`src/rtl/sp_serial_prog_pkg.sv`:
```
package sp_serial_prog_pkg;
  typedef enum logic {FRAME_MAIN = 1'b0, FRAME_REF = 1'b1} frame_kind_e;

  function automatic int unsigned max_u(int unsigned a, int unsigned b);
    return (a > b) ? a : b;
  endfunction
endpackage

```
`src/rtl/sp_sync.sv`:
```
module sp_sync #(
  parameter int unsigned W      = 1,
  parameter int unsigned STAGES = 2
) (
  input  logic         clk_i,
  input  logic         rst_ni,
  input  logic [W-1:0] d_i,
  output logic [W-1:0] q_o
);
  logic [STAGES-1:0][W-1:0] st_q;

  always_ff @(posedge clk_i or negedge rst_ni) begin
    if (!rst_ni) st_q <= '0;
    else         st_q <= {st_q[STAGES-2:0], d_i};
  end

  assign q_o = st_q[STAGES-1];
endmodule

```
`src/rtl/sp_shifter.sv`:
```
module sp_shifter #(
  parameter int unsigned SR_W = 19
) (
  input  logic            clk_i,
  input  logic            rst_ni,
  input  logic            sclk_s_i,
  input  logic            sdata_s_i,
  output logic [SR_W-1:0] sr_o
);
  logic            sclk_q;
  logic [SR_W-1:0] sr_q;
  logic            rise;

  assign rise = sclk_s_i & ~sclk_q;

  always_ff @(posedge clk_i or negedge rst_ni) begin
    if (!rst_ni) begin
      sclk_q <= 1'b0;
      sr_q   <= '0;
    end else begin
      sclk_q <= sclk_s_i;
      if (rise) sr_q <= {sr_q[SR_W-2:0], sdata_s_i};
    end
  end

  assign sr_o = sr_q;
endmodule

```
`src/rtl/sp_loader.sv`:
```
module sp_loader
  import sp_serial_prog_pkg::*;
#(
  parameter int unsigned REF_W    = 14,
  parameter int unsigned SWAL_W   = 7,
  parameter int unsigned PROG_W   = 11,
  parameter int unsigned REF_MIN  = 8,
  parameter int unsigned PROG_MIN = 16,
  parameter int unsigned SR_W     = 19
) (
  input  logic              clk_i,
  input  logic              rst_ni,
  input  logic              le_s_i,
  input  logic [SR_W-1:0]   sr_i,
  output logic [REF_W-1:0]  ref_div_o,
  output logic              mod_sel_o,
  output logic [SWAL_W-1:0] swal_o,
  output logic [PROG_W-1:0] prog_o,
  output logic              err_o
);
  localparam logic [REF_W-1:0]  REF_FLOOR  = REF_W'(REF_MIN);
  localparam logic [PROG_W-1:0] PROG_FLOOR = PROG_W'(PROG_MIN);
  localparam int unsigned PROG_LO = SWAL_W + 1;
  localparam int unsigned PROG_HI = SWAL_W + PROG_W;

  logic              le_q, load;
  frame_kind_e       kind;
  logic [REF_W-1:0]  ref_cand;
  logic              mod_cand;
  logic [SWAL_W-1:0] swal_cand;
  logic [PROG_W-1:0] prog_cand;
  logic              ref_ok, main_ok;

  logic [REF_W-1:0]  ref_q;
  logic              mod_q;
  logic [SWAL_W-1:0] swal_q;
  logic [PROG_W-1:0] prog_q;
  logic              err_q;

  assign load      = le_s_i & ~le_q;
  assign kind      = frame_kind_e'(sr_i[0]);
  assign ref_cand  = sr_i[REF_W:1];
  assign mod_cand  = sr_i[REF_W+1];
  assign swal_cand = sr_i[SWAL_W:1];
  assign prog_cand = sr_i[PROG_HI:PROG_LO];
  // fixed modulus: a set select bit counts as prohibited
  assign ref_ok    = (ref_cand >= REF_FLOOR) && !mod_cand;
  assign main_ok   = (prog_cand >= PROG_FLOOR);

  always_ff @(posedge clk_i or negedge rst_ni) begin
    if (!rst_ni) begin
      le_q   <= 1'b0;
      ref_q  <= REF_FLOOR;
      mod_q  <= 1'b0;
      swal_q <= '0;
      prog_q <= PROG_FLOOR;
      err_q  <= 1'b0;
    end else begin
      le_q <= le_s_i;
      if (load) begin
        if (kind == FRAME_REF) begin
          if (ref_ok) begin
            ref_q <= ref_cand;
            mod_q <= mod_cand;
          end else begin
            err_q <= 1'b1;
          end
        end else begin
          if (main_ok) begin
            swal_q <= swal_cand;
            prog_q <= prog_cand;
          end else begin
            err_q <= 1'b1;
          end
        end
      end
    end
  end

  assign ref_div_o = ref_q;
  assign mod_sel_o = mod_q;
  assign swal_o    = swal_q;
  assign prog_o    = prog_q;
  assign err_o     = err_q;
endmodule

```
`src/rtl/sp_serial_prog.sv`:
```
module sp_serial_prog
  import sp_serial_prog_pkg::*;
#(
  parameter int unsigned REF_W       = 14,
  parameter int unsigned SWAL_W      = 7,
  parameter int unsigned PROG_W      = 11,
  parameter int unsigned REF_MIN     = 8,
  parameter int unsigned PROG_MIN    = 16,
  parameter int unsigned SYNC_STAGES = 2
) (
  input  logic              clk_i,
  input  logic              rst_ni,
  input  logic              sdata_i,
  input  logic              sclk_i,
  input  logic              sle_i,
  output logic [REF_W-1:0]  ref_div_o,
  output logic              mod_sel_o,
  output logic [SWAL_W-1:0] swal_o,
  output logic [PROG_W-1:0] prog_o,
  output logic              fast_lock_o,
  output logic              ratio_err_o
);
  localparam int unsigned REF_LEN  = REF_W + 2;
  localparam int unsigned MAIN_LEN = SWAL_W + PROG_W + 1;
  localparam int unsigned SR_W     = max_u(REF_LEN, MAIN_LEN);

  logic [2:0]      pins_s;
  logic [SR_W-1:0] sr;

  sp_sync #(.W(3), .STAGES(SYNC_STAGES)) u_sync (
    .clk_i (clk_i),
    .rst_ni(rst_ni),
    .d_i   ({sdata_i, sclk_i, sle_i}),
    .q_o   (pins_s)
  );

  sp_shifter #(.SR_W(SR_W)) u_shift (
    .clk_i    (clk_i),
    .rst_ni   (rst_ni),
    .sclk_s_i (pins_s[1]),
    .sdata_s_i(pins_s[2]),
    .sr_o     (sr)
  );

  sp_loader #(
    .REF_W(REF_W), .SWAL_W(SWAL_W), .PROG_W(PROG_W),
    .REF_MIN(REF_MIN), .PROG_MIN(PROG_MIN), .SR_W(SR_W)
  ) u_load (
    .clk_i    (clk_i),
    .rst_ni   (rst_ni),
    .le_s_i   (pins_s[0]),
    .sr_i     (sr),
    .ref_div_o(ref_div_o),
    .mod_sel_o(mod_sel_o),
    .swal_o   (swal_o),
    .prog_o   (prog_o),
    .err_o    (ratio_err_o)
  );

  // switch enable tracks the strobe level, not its edge
  assign fast_lock_o = pins_s[0];
endmodule

```
`config.mk`:
```
export PLATFORM = sky130hd
export DESIGN_NAME = sp_serial_prog
export DESIGN_NICKNAME = d
export VERILOG_FILES = /design/src/rtl/sp_serial_prog_pkg.sv /design/src/rtl/sp_sync.sv /design/src/rtl/sp_shifter.sv /design/src/rtl/sp_loader.sv /design/src/rtl/sp_serial_prog.sv
export SDC_FILE = /design/constraint.sdc
export NUM_CORES = 1
export LEC_CHECK = 0
export CELL_PAD_IN_SITES_DETAIL_PLACEMENT = 1
export CELL_PAD_IN_SITES_GLOBAL_PLACEMENT = 1
export CORE_MARGIN = 3
export CORE_UTILIZATION = 40
export CTS_CLUSTER_DIAMETER = 40
export DETAILED_ROUTE_END_ITERATION = 8
export PLACE_DENSITY_LB_ADDON = 0.1
export SLEW_MARGIN = 20
export SYNTH_ARGS = -nofsm -noshare
export SYNTH_HDL_FRONTEND = slang
export SYNTH_HIERARCHICAL = 1
export SYNTH_SLANG_ARGS = --single-unit
```
`constraint.sdc`:
```
create_clock -name clk_i -period 2.1 [get_ports clk_i]
set_clock_uncertainty 0.05 [all_clocks]
set_input_delay 0.42 -clock clk_i [delete_from_list [all_inputs] [get_ports clk_i]]
set_output_delay 0.42 -clock clk_i [all_outputs]
set_load 0.03 [all_outputs]
```
==> impl_metrics.yaml, run 1 <==
run_status:
  status: "finished clean"
timing:
  rsz0062_at_grt: "no"
  min_period_ns: 2.01
  slew_headroom_pct: 66.5
  finalWorstSetupSlack_ns: 0.0930
  fmaxAchievable_ghz: 0.498
  tightest_slew_ns: 0.498
  hold_viol: 0
  min_period_over_period_pct: 95.6
  finalSetupViolations: 0
  setup_tns_ns: 0
  drv_slew: 0
flow_run:
  maxCapViolations: 0
critical_path:
  r2r_slack_ns: 0.21
  reg2reg_from: "u_shift/sr_o[7]$_DFFE_PN0P_"
  cpPeakStageDelay_ns: 0.66
  crit_fanout: 2
  critical_path.top_delay_family: "buffers and inverters"
  worstReg2RegEnd: "u_load/ref_div_o[2]$_DFFE_PN0P_"
  worstPathArrival_ns: 1.54
  cp-start-kind: "flip-flop"
  crit_type: "flip-flop to output port"
  critPathBufInv: 1
  cp.required_ns: 1.63
  worstPathCellList: "clkdlybuf4s50_1"
  critPathCaptureType: "output port"
  r2r_cells: 3
  critPathSlowestCell: "clkdlybuf4s50_1"
layout:
  finalNonFillerCells: 264
  final_core_util_pct: 54.2
  finalNetCount: 192
  area_growth_pct: 29.5
  diodes: 0
  fill_cells: 544
  postLayoutCellArea_mm2: 0.00302
  layout-drive-gt1-share_pct: 37.5
clocking:
  ctsLongestPathBuffers: 2
  post_cts_resized: 0
  clock_latency_ns: 0.34
  h-tree-depth: 3
  cts_root_buf: "clkbuf_8"
  clkSlewWorstSetupHoldPaths_ns: 0.06
  cts_tree: "done"
  cts.sink_count: 61
  cts_inserted_buffers: 9
placed_design:
  pre_cts_ws_ns: 0.230
  io_buffers: 39
  dp_hpwl_um: 3260
  dpl.cell_count: 247
  gp_congestion: 0.742
  place_area_mm2: 0.00280
logic_synthesis:
  synth_commonest_cells: "dfrtp_1 (59), mux2_2 (30), a22o_1 (10), mux2_4 (10), buf_4 (4)"
  synth_edf_count: 0
  ys_types: 25
  syn_nets: 141
  synthCells: 136
  async_reset_ff_share_pct: 100
  yosysSeqAreaShare_pct: 65.6
  yosys_warnings: 6
  avgSynthCellArea_um2: 17.1
  synth-seq-cells: 61
  synth_top_area_cell: "dfrtp_1"
  yosysMostFrequentCell: "dfrtp_1"
  synth.cell_area_mm2: 0.00233
  synthTopCellsByArea: "dfrtp_1 (63%), mux2_2 (14%), mux2_4 (6.4%), a22o_1 (3.8%), dfstp_2 (2.3%)"
  synth_ff_type: "dfrtp_1"
  netlist.area_leader.share_pct: 63.3
global_route:
  grt_pass1_wl_um: 7620
  antenna_found_initial: 0
  grt_pass1_vias: 1467
  grt_max_degree: 26
  grt_overflow: 0
  grt.total_usage_pct: 16.2
routing:
  vias_per_cell: 5.04
  vias: 1331
  wl_per_cell_um: 17.9
  post-route-drc-count: 0
  wl_um: 4730
  drtIter0Drc: 41
  drtAntennaViolNets: 0
  dr.pass1.iters: 4
pwr:
  p_leak_nw: 1.39
  peakVddDrop_mv: 0.658
  pwr-share-clk_pct: 24.0
  swShare_pct: 33.9
  power.share.sequential_pct: 41.0
  p_sw_w: 0.00155
  powerDensity_mw_per_mm2: 1510
  power.combinational.fraction_pct: 35.0
  p_int_w: 0.00302
min_path:
  hold_end: "u_sync/q_o[1]$_DFF_PN0_"
  hp-class: "flip-flop to flip-flop"
  whs_path_depth: 0
  min-delay-start: "u_sync/st_q[1]$_DFF_PN0_"
floorplan:
  core_area_mm2: 0.00557
  die_area_mm2: 0.00678
  die_w_um: 82.3
  chipHeight_um: 82.3
  num_rows: 27
  initial_utilization_pct: 41.8
  ioPinCount: 40
what timing repair did:
| item | CTS | global route |
|---|---|---|
| hold buffers | 1 | 0 |
| endpoints found under the setup margin | 0 | 0 |
| setup buffers | 0 | 0 |
| endpoints found under the hold margin | 10 | 0 |
metrics by stage:
step	total power, W	hold slack, ns
2_1_floorplan	0.00283	0.0744
3_3_place_gp	0.00346	0.286
3_5_place_dp	0.00352	0.291
4_1_cts	0.00464	0.307
5_1_grt	0.00483	0.318
6_report	0.00457	0.303
worst max-delay path by stage:
stage                     cells after the start                         endpoint  slack (ns)                             from
final                                         1                     ref_div_o[3]        0.09  u_load/ref_div_o[3]$_DFFE_PN1P_
after global routing                          1                        prog_o[4]        0.03     u_load/prog_o[4]$_DFFE_PN1P_
after CTS                                     1                     ref_div_o[3]        0.07  u_load/ref_div_o[3]$_DFFE_PN1P_
after detailed placement                      3  u_load/ref_div_o[2]$_DFFE_PN0P_        0.23      u_shift/sr_o[4]$_DFFE_PN0P_
after global placement                        3  u_load/ref_div_o[1]$_DFFE_PN0P_        0.27      u_shift/sr_o[7]$_DFFE_PN0P_
after floorplan                               3  u_load/ref_div_o[0]$_DFFE_PN0P_        0.26      u_shift/sr_o[7]$_DFFE_PN0P_
logic make-up (layout without fill, tap and decap cells):
| kind of cell | after synthesis | in the layout | share of synthesized area, % |
|---|---|---|---|
| flops | 61 | 61 | 65.6 |
| simple gates | 9 | 9 | 3.22 |
| buf+inv | 10 | 66 | 3.60 |
| compound gates | 16 | 16 | 6.66 |
| mux | 40 | 40 | 20.9 |
placed cells by master, fill, tap and decap left out:
cell	Yosys	final
a211oi_2	1	1
mux2_4	10	10
nor3_1	1	1
and2_1	1	1
nand2b_1	1	1
nor2b_4	1	1
inv_1	2	2
and4bb_2	1	1
o311a_2	1	1
a22o_2	1	1
a22o_1	10	10
or4_4	1	1
dfstp_2	2	2
or4_1	1	1
buf_4	4	7
buf_12	1	1
a21oi_1	1	1
dfrtp_1	59	59
clkbuf_1	1	2
dlygate4sd3_1	0	1
o31ai_4	1	1
o31ai_1	1	1
bufinv_16	0	2
buf_2	0	1
clkdlybuf4s50_1	0	38
or3_1	1	1
clkinv_2	0	3
mux2_2	30	30
clkbuf_8	0	9
nor4_1	1	1
layer usage:
| metal | vias to the layer above | wire length (um) | track usage [%] |
|---|---|---|---|
| met3 | 7 | 243 | 6.07 |
| met5 | - | 0 | 0 |
| li1 | 599 | - | - |
| met2 | 37 | 2380 | 24.8 |
| met4 | 0 | 104 | 9.97 |
| met1 | 688 | 2000 | 19.1 |
power by group through the flow:
stage / Clock [W] / Sequential [W] / Combinational [W]
floorplan: 0 / 0.00225 / 0.000576
global placement: 0 / 0.00188 / 0.00158
detailed placement: 0 / 0.00190 / 0.00162
CTS: 0.00113 / 0.00188 / 0.00163
global route: 0.00120 / 0.00193 / 0.00170
finish: 0.00110 / 0.00188 / 0.00160
cell type report:
class                      instances  area (um2)  area share [%]
multi-input combinational         65         718            23.8
clock inverter                     5        75.1            2.49
sequential                        61        1530            50.6
tap                               72        90.1            2.98
clock buffer                      11         131            4.35
timing repair buffer              48         468            15.5
inverter                           2        7.51           0.249
state kept, by name, summed over array words and instances (netlist names):
name	flops
u_shift/sr_o	19
u_load/ref_div_o	14
u_load/prog_o	11
u_load/swal_o	7
u_sync/q_o	3
u_sync/st_q	3
u_load/err_o	1
u_load/le_q	1
u_load/mod_sel_o	1
u_shift/sclk_q	1
No activity file was read; power rests on OpenSTA's default activity.
==> run 2, diff against run 1 <==
SYNTH_HIERARCHICAL = default   (was 1)
==> impl_metrics.yaml, run 2 <==
run_status:
  status: "finished clean"
layout:
  layout-drive-gt1-share_pct: 36.5
  diodes: 0
  area_growth_pct: 30.9
  layout_common_cells: "dfrtp_1 (59), mux2_2 (39), clkdlybuf4s50_1 (38), clkbuf_8 (14), a22o_1 (10)"
  finalNetCount: 189
  largest_reg_flops: 19
  final_common_cell: "dfrtp_1"
logic_synthesis:
  synth_ff_type: "dfrtp_1"
  synthCells: 134
  synth_top_area_cell: "dfrtp_1"
  yosys_warnings: 0
  ys_types: 26
  yosysMostFrequentCell: "dfrtp_1"
  syn_nets: 139
  synth_commonest_cells: "dfrtp_1 (59), mux2_2 (39), a22o_1 (10)"
  netlist.area_leader.share_pct: 65.8
  async_reset_ff_share_pct: 100
  synthTopCellsByArea: "dfrtp_1 (66%), mux2_2 (20%), a22o_1 (3.9%), dfstp_2 (2.3%), o31ai_4 (0.95%)"
  synth.cell_area_mm2: 0.00224
  avgSynthCellArea_um2: 16.7
  synth-seq-cells: 61
  synth_edf_count: 0
  yosysSeqAreaShare_pct: 68.2
global_route:
  met1_usage_pct: 20.8
  grt.total_usage_pct: 16.5
  met3_usage_pct: 6.65
  grt_overflow: 0
  antenna_found_initial: 0
  grt_max_degree: 62
  gr-usage-met2_pct: 25.2
  grt_pass1_vias: 1515
  grt_pass1_wl_um: 7820
  busiest_layer: "met2"
clocking:
  h-tree-depth: 3
  cts_tree: "done"
  cts_setup_buffers: 0
  clkSlewWorstSetupHoldPaths_ns: 0.06
  cts_root_buf: "clkbuf_8"
  clock_latency_ns: 0.33
  ctsLongestPathBuffers: 2
  post_cts_resized: 0
  cts_inserted_buffers: 9
  cts.sink_count: 61
  holdBufCountCts: 0
placed_design:
  gp_congestion: 0.748
  io_buffers: 39
  pre_cts_ws_ns: 0.232
  dp_hpwl_um: 2890
critical_path:
  cp.required_ns: 1.63
  crit_fanout: 2
  crit_type: "flip-flop to output port"
  critPathSlowestCell: "clkdlybuf4s50_1"
  critPathBufInv: 1
  cp-start-kind: "flip-flop"
  cpPeakStageDelay_ns: 0.67
  worstPathArrival_ns: 1.54
  critical_path.top_delay_family: "buffers and inverters"
  critPathCaptureType: "output port"
  worstPathCellList: "clkdlybuf4s50_1"
pwr:
  powerDensity_mw_per_mm2: 1500
  peakVddDrop_mv: 0.818
  p_leak_nw: 1.32
flow_run:
  maxCapViolations: 0
timing:
  fmaxAchievable_ghz: 0.497
  rsz0062_at_grt: "no"
  min_period_ns: 2.01
  finalSetupViolations: 0
  timing.hold.ws_ns: 0.0490
  finalWorstSetupSlack_ns: 0.0887
  slew_headroom_pct: 66.1
  tightest_slew_ns: 0.504
  min_period_over_period_pct: 95.8
  setup_tns_ns: 0
  hold_viol: 0
  drv_slew: 0
routing:
  dr.pass1.iters: 4
  vias: 1323
  wl_um: 4410
  post-route-drc-count: 0
  drtIter0Drc: 52
  drtAntennaViolNets: 0
  vias_per_cell: 5.11
  wl_per_cell_um: 17.0
floorplan:
  die_area_mm2: 0.00654
  core_area_mm2: 0.00527
  num_rows: 26
  initial_utilization_pct: 42.6
  ioPinCount: 40
  die_w_um: 80.9
  chipHeight_um: 80.9
min_path:
  hp-class: "input pin to async pin"
## run 2: cell count changes in the layout (fill, tap and decap cells not counted), sizes merged
cell and delta:
bufinv -2, o21ai +1, dlygate4sd3 -1, clkinv -3, mux2 -1, clkbuf +5, buf -3, nand2 +1
## run 2: routing by layer
metal / wire (um) / part of all wire (%)
met5: 0 / 0
met4: 61 / 1.4
met3: 207 / 4.7
met2: 2190 / 50
met1: 1950 / 44
## run 2: kinds of logic (layout without fill, tap and decap cells)
group | Yosys count | in the layout | share of synthesized area, %
mux | 39 | 39 | 19.6
compound gates | 17 | 17 | 7.36
simple gates | 10 | 10 | 3.24
flops | 61 | 61 | 68.2
buf+inv | 7 | 62 | 1.67
## run 2: cell type report
cell class              instances  area, um2
multi-input cells              66        677
flip-flops and latches         61       1530
fillers                       519       2330
repair buffers                 44        435
well taps                      70       87.6
clock buffers                  16        200
inverters                       2       7.51
## run 2: final timing paths
kind | slack, ns | cells after the start | end | from
max in group asynchronous | 1.65 | 2 | u_load.ref_div_o[3]$_DFFE_PN1P_ | rst_ni
max | 0.09 | 1 | ref_div_o[3] | u_load.ref_div_o[3]$_DFFE_PN1P_
min in group clk_i | 0.31 | 0 | u_sync.q_o[1]$_DFF_PN0_ | u_sync.st_q[1]$_DFF_PN0_
min reg2reg | 0.31 | 0 | u_sync.q_o[1]$_DFF_PN0_ | u_sync.st_q[1]$_DFF_PN0_
max reg2reg | 0.23 | 3 | u_load.ref_div_o[0]$_DFFE_PN0P_ | u_shift.sr_o[14]$_DFFE_PN0P_
min | 0.05 | 2 | u_load.prog_o[9]$_DFFE_PN0P_ | rst_ni
## run 2: stage by stage
step                area [um2]  utilization, %  total power, W  instances
CTS                       2940            55.7         0.00446        259
global placement          2740            51.9         0.00338        243
detailed placement        2740            51.9         0.00343        243
floorplan                 2240               -         0.00275        134
global route              2940            55.7         0.00467        259
finish                    2940            55.7         0.00440        259
## run 2: power by group
group,switching [W],internal [W],leakage (nW)
combinational,0.000787,0.000742,0.444
sequential,0.000306,0.00155,0.776
clock,0.000421,0.000592,0.103
==> run 3, diff against run 2 <==
CAP_MARGIN = 20   (was default)
==> results of run 3 <==
No change in the layout: final DEF, timing and power equal those of run 2.
